File: src/rtl/smute_pkg.sv
package smute_pkg;

    typedef enum logic [1:0] {
        SPD_NORMAL = 2'b00,
        SPD_DOUBLE = 2'b01,
        SPD_QUAD   = 2'b10,
        SPD_QUAD_X = 2'b11
    } speed_e;

    // Gain step per frame: unity/(frames of a full fade at this rate).
    function automatic int ramp_step(speed_e spd, int unity, int base_frames);
        case (spd)
            SPD_NORMAL: return unity / base_frames;
            SPD_DOUBLE: return unity / (2 * base_frames);
            default:    return unity / (4 * base_frames);
        endcase
    endfunction

endpackage

File: src/rtl/smute_gain_ramp.sv
module smute_gain_ramp
    import smute_pkg::*;
#(
    parameter int GAIN_FRAC   = 12,
    parameter int BASE_FRAMES = 1024,
    localparam int GAIN_W     = GAIN_FRAC + 1,
    localparam int UNITY      = 1 << GAIN_FRAC
) (
    input  logic              clk,
    input  logic              rst,
    input  logic              adv,
    input  logic              mute,
    input  speed_e            speed,
    output logic [GAIN_W-1:0] gain,
    output logic              at_floor
);
    localparam int EXT_W = GAIN_W + 1;

    logic [GAIN_W-1:0] gain_q;
    logic [GAIN_W-1:0] gain_d;
    logic [EXT_W-1:0]  step;
    logic [EXT_W-1:0]  headroom;

    always_comb begin
        step     = EXT_W'(ramp_step(speed, UNITY, BASE_FRAMES));
        headroom = EXT_W'(UNITY) - {1'b0, gain_q};
        if (mute) begin
            // Fall toward zero, turning around from any level reached.
            if ({1'b0, gain_q} > step)
                gain_d = gain_q - step[GAIN_W-1:0];
            else
                gain_d = '0;
        end else begin
            if (headroom > step)
                gain_d = gain_q + step[GAIN_W-1:0];
            else
                gain_d = GAIN_W'(UNITY);
        end
    end

    always_ff @(posedge clk) begin
        if (rst)
            gain_q <= GAIN_W'(UNITY);
        else if (adv)
            gain_q <= gain_d;
    end

    assign gain     = gain_q;
    assign at_floor = (gain_q == '0);

endmodule

File: src/rtl/smute_scale.sv
module smute_scale #(
    parameter int SAMPLE_W  = 24,
    parameter int GAIN_FRAC = 12,
    localparam int GAIN_W   = GAIN_FRAC + 1,
    localparam int PROD_W   = SAMPLE_W + GAIN_W + 1
) (
    input  logic [SAMPLE_W-1:0] sample,
    input  logic [GAIN_W-1:0]   gain,
    output logic [SAMPLE_W-1:0] scaled
);
    localparam logic signed [PROD_W-1:0] HALF = PROD_W'(1) <<< (GAIN_FRAC - 1);

    logic signed [PROD_W-1:0] s_ext;
    logic signed [PROD_W-1:0] g_ext;
    logic signed [PROD_W-1:0] prod;

    always_comb begin
        s_ext  = PROD_W'($signed(sample));
        g_ext  = PROD_W'($signed({1'b0, gain}));
        prod   = s_ext * g_ext + HALF;
        // Gain never exceeds unity, so the shifted product fits the sample width.
        scaled = prod[GAIN_FRAC +: SAMPLE_W];
    end

endmodule

File: src/rtl/smute_attenuator.sv
module smute_attenuator
    import smute_pkg::*;
#(
    parameter int SAMPLE_W    = 24,
    parameter int GAIN_FRAC   = 12,
    parameter int BASE_FRAMES = 1024,
    localparam int GAIN_W     = GAIN_FRAC + 1,
    localparam int N_CH       = 2
) (
    input  logic                clk,
    input  logic                rst,
    input  logic                frame_stb,
    input  logic                mute_req,
    input  logic [1:0]          speed_sel,
    input  logic [SAMPLE_W-1:0] in_left,
    input  logic [SAMPLE_W-1:0] in_right,
    output logic [SAMPLE_W-1:0] out_left,
    output logic [SAMPLE_W-1:0] out_right,
    output logic                full_atten
);
    logic [GAIN_W-1:0]   gain_q;
    logic [SAMPLE_W-1:0] ch_in  [N_CH];
    logic [SAMPLE_W-1:0] ch_q   [N_CH];

    smute_gain_ramp #(
        .GAIN_FRAC  (GAIN_FRAC),
        .BASE_FRAMES(BASE_FRAMES)
    ) u_ramp (
        .clk     (clk),
        .rst     (rst),
        .adv     (frame_stb),
        .mute    (mute_req),
        .speed   (speed_e'(speed_sel)),
        .gain    (gain_q),
        .at_floor(full_atten)
    );

    assign ch_in[0] = in_left;
    assign ch_in[1] = in_right;

    for (genvar c = 0; c < N_CH; c++) begin : g_ch
        logic [SAMPLE_W-1:0] scaled;

        smute_scale #(
            .SAMPLE_W (SAMPLE_W),
            .GAIN_FRAC(GAIN_FRAC)
        ) u_scale (
            .sample(ch_in[c]),
            .gain  (gain_q),
            .scaled(scaled)
        );

        always_ff @(posedge clk) begin
            if (rst)
                ch_q[c] <= '0;
            else if (frame_stb)
                ch_q[c] <= scaled;
        end
    end

    assign out_left  = ch_q[0];
    assign out_right = ch_q[1];

endmodule

File: config.mk
export PLATFORM = sky130hd
export DESIGN_NAME = smute_attenuator
export DESIGN_NICKNAME = d
export VERILOG_FILES = /design/src/rtl/smute_pkg.sv /design/src/rtl/smute_gain_ramp.sv /design/src/rtl/smute_scale.sv /design/src/rtl/smute_attenuator.sv
export SDC_FILE = /design/constraint.sdc
export NUM_CORES = 2
export LEC_CHECK = 0
export ABC_AREA = 1
export ABC_CLOCK_PERIOD_IN_PS = 6400
export BUFFER_PORTS_ARGS = -buffer_cell sky130_fd_sc_hd__buf_2
export CAP_MARGIN = 10
export CORE_MARGIN = 8
export CORE_UTILIZATION = 50
export DETAILED_ROUTE_END_ITERATION = 12
export PLACE_DENSITY = 0.65
export REMOVE_ABC_BUFFERS = 1
export SYNTH_ARGS = -nofsm -noshare
export SYNTH_HDL_FRONTEND = slang
export SYNTH_SLANG_ARGS = --single-unit
File: constraint.sdc
create_clock -name clk -period 6.4 [get_ports clk]
set_input_delay 1.28 -clock clk [delete_from_list [all_inputs] [get_ports clk]]
set_output_delay 1.28 -clock clk [all_outputs]
set_load 0.02 [all_outputs]
# Word-level counts from Yosys, hierarchy flattened
# Memories as Yosys holds them, arrays and structs flattened.
# Cells that the tools add are included.
[word_totals] ram_bits=48 in_bits=54 out_inout_bits=49 mem_count=1 elab_cells=27 ff_bits=13
[classes] n_bitwise=2 reduce_logical=2 muxes=11 n_addsub=5 eq_ne=1 multipliers=2 magnitude_cmp=2
[memory_table] name="ch_q" depth=2 word_bits=24 read_ports=2 rd_clocked_by_memory_dff=0 wr=2 line="smute_attenuator.sv:23" rtl="logic [SAMPLE_W-1:0] ch_q [N_CH];"
[ops] operator="adder 36 x 13 -> 36 bit (second input constant)" n=2
[ops] operator="multiplier 24 x 14 -> 36 bit" n=2
[ops] operator="2-to-1 mux 24 bit" n=2
[ops] operator="2-to-1 mux 13 bit" n=3
[ops] operator="> comparator 14 x 3 -> 1 bit" n=1
[ops] operator="subtractor 13 x 13 -> 14 bit (first input constant)" n=1
[ops] operator="adder 13 x 3 -> 13 bit" n=1
[ops] operator="> comparator 13 x 3 -> 1 bit" n=1
[ops] operator="zero test 13 bit" n=1
[ops] operator="subtractor 13 x 3 -> 13 bit" n=1
[ops] operator="case mux 3 bit (2 select lines)" n=1
[ops] operator="2-to-1 mux 1 bit" n=5
[ops] operator="== test 2 x 1 -> 1 bit (second input constant)" n=1
[ops] operator="zero test 2 bit" n=1
[ops] operator="OR 1 bit" n=2

# Logic depth before layout (Yosys ltp)
[logic_depth] ltp_word=5 mapped_depth=28 mapped_depth_nobuf=26

# Hierarchy
# Synthesis repeated with hierarchy kept, for this count alone.
[unflattened] hier_cells=3698 area_unflattened_um2=27488.9
[modules_own_cells] mod="smute_scale (g_ch[0].u_scale)" seq_area_each_um2=0.0 instances=1 cells_per_inst=1635 area_each_um2=11912.7
[modules_own_cells] mod="smute_scale (g_ch[1].u_scale)" seq_area_each_um2=0.0 instances=1 cells_per_inst=1616 area_each_um2=11850.1
[modules_own_cells] mod="smute_attenuator" seq_area_each_um2=1441.4 instances=1 cells_per_inst=152 area_each_um2=1890.6
[modules_own_cells] mod="smute_gain_ramp" seq_area_each_um2=260.2 instances=1 cells_per_inst=295 area_each_um2=1835.5

# Worst setup path after synthesis
# No wires, ideal clock.
[synth_path] path_kind="input port to flip-flop" startpoint="in in_left[23]" endpoint="mem ch_q[0][23], data pin" path_buffers=1 cell_stages=22 required_ps=6145 setup_ps=255 setup_slack_ps=-49 arrival_ps=6194 path_cell_list="clkbuf_1 -> nand2_1 -> fa_1 -> inv_1 -> fa_1 -> inv_1 -> fa_1 -> inv_1 -> fa_1 -> fa_1 -> inv_1 -> fa_1 -> inv_1 -> ha_1 -> a21oi_1 -> o21ai_0 -> nand2_1 -> o311ai_0 -> a21oi_1 -> nand3_1 -> nand2_1 -> nor2_1"
[synth_lines] item="start, declared" line="smute_attenuator.sv:15" rtl="input logic [SAMPLE_W-1:0] in_left,"
[synth_lines] item="end, declared" line="smute_attenuator.sv:23"

==> flow_metrics.tcl <==
set metrics [dict create \
    status "finished, final reports clean" \
    critPathBufInv 5 \
    sequential_element_share_of_the_synthesized_area 0.0625 \
    ys.flop_type "sky130_fd_sc_hd__edfxtp_1" \
    post_synth.cell_area_avg_um2 7.42 \
    drt.antenna.violating_nets 0 \
    grt_pass1_wl_um 119000 \
    setup_viol 0 \
    io_pins 103 \
    placeableCoreArea_um2 53800 \
    routedWlPerCell_um 15.0 \
    p_clk_frac 0.047 \
    port_buffers 102 \
    gp_routability_congestion 0.931 \
    clock.fmax_ghz 0.160 \
    number_of_antenna_violations_at_the_first_check_in_global_routing 2 \
    final_critical_path_setup_slack_ps 149 \
    first_global_vias 23900 \
    crit_path_start_kind "input port" \
    dp.final_hpwl_um 59800 \
    critical_path.reg2reg.endpoint "ch_q[1][23]" \
    cts_root_buffer "sky130_fd_sc_hd__clkbuf_16" \
    crit_family "adder cells" \
    worst_rel_slew_slack 0.474 \
    pwr-share-comb 0.894 \
    start_util 0.506 \
    mostFrequentLayoutCells "sky130_fd_sc_hd__inv_1 (1143), sky130_fd_sc_hd__nand2_1 (977), sky130_fd_sc_hd__fa_1 (560), sky130_fd_sc_hd__buf_4 (291), sky130_fd_sc_hd__ha_1 (197)" \
    setup-tns-final_ps 0 \
    layout.area.seq_um2 1720 \
    num-fill-cells 5078 \
    crit_end "ch_q[0][18]" \
    vias 22700 \
    maximum_number_of_pins_on_one_net_before_global_route_repair 54 \
    synth_cell_area_um2 27200 \
    worst_setup_hold_path_clk_slew_ps 60 \
    total_of_warnings_raised_by_yosys 0 \
    detailedRoute.firstIterationViolations 1451 \
    hold_class "flip-flop to flip-flop" \
    report.power.total_uw 12800 \
    drt-pass1-iter-count 5 \
    multi_input_area_um2 21000 \
    synthDistinctLibCells 44 \
    worstSetupPathDepth 21 \
    power_switching_uw 6800 \
    share_seq_of_total_power 0.059 \
    p_per_area_nw_per_um2 411 \
    syn-instance-count 3673 \
    flow.area_growth_from_synthesis_pct 14.6 \
    reg2reg_setup_slack_ps 390 \
    maximum_capacitance_violations 0 \
    detail_route.drc_violations 0 \
    rr_worst_depth 23 \
    netSwitchingFraction 0.529 \
    asyncSetResetFlopFracSynth 0 \
    regToRegStartpoint "u_ramp.gain[4]" \
    most_frequent_standard_cell_in_the_layout_excluding_fill_and_tap_cells "sky130_fd_sc_hd__inv_1" \
    worst_setup_path_end_kind "flip-flop" \
    number_of_buffers_added_by_the_clock_tree_synthesis_step 9 \
    drive_gt1_frac 0.132 \
    synth-edff-count 48 \
    drt-vias-per-instance 4.87 \
    ys_ff_latch 61 \
    timing.clock.skew_ps 8.14 \
    grt.total_usage 0.233 \
    cts_hold_buffers 0 \
    path_class "input port to flip-flop" \
    fin_crit_sh 0.977 \
    die_area_um2 62200 \
    finalWirelength_um 70000 \
    path_common_cell "sky130_fd_sc_hd__fa_1" \
    max_slew.worst_pin.slew_ps 789 \
    timing.critical_path.from "in_left[23]" \
    p_leak_uw 0.0191 \
    numClockSinks 61 \
    floorplan.rows 85 \
    pint_uw 6040 \
    cts_tree "yes" \
    cp_max_fo 7 \
    worst_path_largest_cell_delay_ps 540 \
    hold_violations 0 \
    overflow 0 \
    slew_violations 0 \
    crit_path_cell_trace "buf_2, nand2_1, fa_1, buf_4, fa_1, inv_1, fa_1, fa_1, fa_1, inv_1, fa_1, inv_1, ha_1, a21oi_2, nor2_1, nor2_1, o21ai_0, a21oi_1, nand2_1, o21ai_1, a21oi_2" \
    worst_path_max_delay_cell "sky130_fd_sc_hd__fa_1" \
    final_period_minus_worst_setup_slack_ps 6250 \
    final-instance-count-excl-fill 4659 \
    pre_cts_ws_ps -331 \
    whs_path_depth 3 \
    place.detailed.instances 4636 \
    htreeDepth 3 \
    layout.nets 4783 \
    critical_path_at_ps 6370 \
    die_h_um 249 \
    clock_tree.buffer_depth 2 \
    clk_latency_ps 370 \
    ir_worst_vdd_mv 0.304 \
    chipWidth_um 249 \
    critical_path_required_time_ps 6520 \
]
[stage by stage]
step,instance area [um2],hold WS (ps),utilization
6_report,31200,703,0.580
5_1_grt,31200,736,0.580
4_1_cts,30800,704,0.573
3_5_place_dp,30500,694,0.566
3_3_place_gp,30500,697,0.566
2_1_floorplan,26700,984,-
[power by group through the flow]
stage / logic [uW] / clock network, uW / registers, uW
detailed placement: 11000 / 0 / 760
CTS: 11100 / 618 / 754
floorplan: 6380 / 0 / 940
finish: 11500 / 608 / 753
global placement: 10800 / 0 / 762
global route: 13000 / 631 / 764
[cells by family (layout without fill, tap and decap cells)]
| kind of cell | count (synthesis) | after routing | share of synthesized area |
|---|---|---|---|
| AO/OA/AOI/OAI | 221 | 221 | 0.0455 |
| XOR/XNOR | 39 | 39 | 0.0125 |
| adder cells (fa/ha/maj) | 775 | 775 | 0.511 |
| buffers and inverters | 1283 | 1569 | 0.178 |
| flip-flops | 61 | 61 | 0.0625 |
| other | 0 | 4 | 0 |
| AND/OR/NAND/NOR | 1294 | 1294 | 0.190 |
[metal layers]
metal  global-route usage  vias to the layer above  routed length [um]
met2                0.402                      574               34000
met3               0.0212                       96                3570
met4               0.0609                        0                1560
li1                     -                    11000                   -
met1                0.313                    11000               30900
met5                    0                        -                   0
[worst reg2reg max path, delay by kind of cell, from the launching register on]
| family | cells | cell delay, ps |
|---|---|---|
| fa+ha+maj | 7 | 3110 |
| flops | 1 | 750 |
| buf+inv | 6 | 720 |
| simple gates | 7 | 700 |
| compound gates | 3 | 480 |
[area by class of cell]
cell class,instances,area share
antenna,4,0.000321
inverter,1152,0.139
tap,696,0.0279
timing repair buffer,401,0.0949
sequential,61,0.0550
multi-input combinational,2329,0.672
clock inverter,7,0.00393
clock buffer,9,0.00722
[repair_timing]
item,in CTS,in global routing
buffers inserted,0,3
endpoints found under the setup margin,0,37
resized for setup,0,101
[state kept, by name, indices dropped and copies added (netlist names)]
signal       count
ch_q            48
u_ramp.gain     13
[cell usage after synthesis (2+ instances only)]
| cell type | number | area [um2] |
|---|---|---|
| sky130_fd_sc_hd__xnor2_1 | 12 | 105 |
| sky130_fd_sc_hd__nor3_1 | 17 | 85.1 |
| sky130_fd_sc_hd__o21a_1 | 9 | 67.6 |
| sky130_fd_sc_hd__inv_2 | 6 | 22.5 |
| sky130_fd_sc_hd__buf_1 | 57 | 214 |
| sky130_fd_sc_hd__o21ai_1 | 6 | 30.0 |
| sky130_fd_sc_hd__dfxtp_1 | 13 | 260 |
| sky130_fd_sc_hd__nand2_1 | 984 | 3690 |
| sky130_fd_sc_hd__a21oi_1 | 104 | 521 |
| sky130_fd_sc_hd__inv_1 | 1145 | 4300 |
| sky130_fd_sc_hd__a21o_1 | 12 | 90.1 |
| sky130_fd_sc_hd__buf_2 | 9 | 45.0 |
| sky130_fd_sc_hd__nand3_4 | 2 | 35.0 |
| sky130_fd_sc_hd__clkbuf_1 | 60 | 225 |
| sky130_fd_sc_hd__o21ai_0 | 51 | 255 |
| sky130_fd_sc_hd__edfxtp_1 | 48 | 1440 |
| sky130_fd_sc_hd__nand4_1 | 8 | 50.1 |
| sky130_fd_sc_hd__nand2_2 | 7 | 43.8 |
| sky130_fd_sc_hd__xor2_1 | 27 | 236 |
| sky130_fd_sc_hd__fa_1 | 562 | 11300 |
| sky130_fd_sc_hd__nor2_1 | 170 | 638 |
| sky130_fd_sc_hd__nand3_1 | 73 | 365 |
| sky130_fd_sc_hd__nor2_2 | 6 | 37.5 |
| sky130_fd_sc_hd__nand3b_1 | 3 | 22.5 |
| sky130_fd_sc_hd__a211oi_1 | 4 | 30.0 |
| sky130_fd_sc_hd__nor4_1 | 7 | 43.8 |
| sky130_fd_sc_hd__buf_6 | 4 | 45.0 |
| sky130_fd_sc_hd__nor3b_1 | 3 | 22.5 |
| sky130_fd_sc_hd__a31oi_1 | 16 | 100 |
| sky130_fd_sc_hd__nor2_4 | 6 | 67.6 |
| sky130_fd_sc_hd__and3_1 | 3 | 18.8 |
| sky130_fd_sc_hd__o21bai_1 | 15 | 113 |
| sky130_fd_sc_hd__ha_1 | 213 | 2670 |
[how the worst min path moves through the flow]
stage / slack [ps] / from / to
after floorplan: 980 / u_ramp.gain[10] / u_ramp.gain[10]
after global placement: 700 / u_ramp.gain[5] / u_ramp.gain[5]
after global routing: 740 / u_ramp.gain[6] / u_ramp.gain[6]
after detailed placement: 690 / u_ramp.gain[6] / u_ramp.gain[6]
after CTS: 700 / u_ramp.gain[6] / u_ramp.gain[6]
final: 700 / u_ramp.gain[6] / u_ramp.gain[6]
No activity file was read; power rests on OpenSTA's default activity.
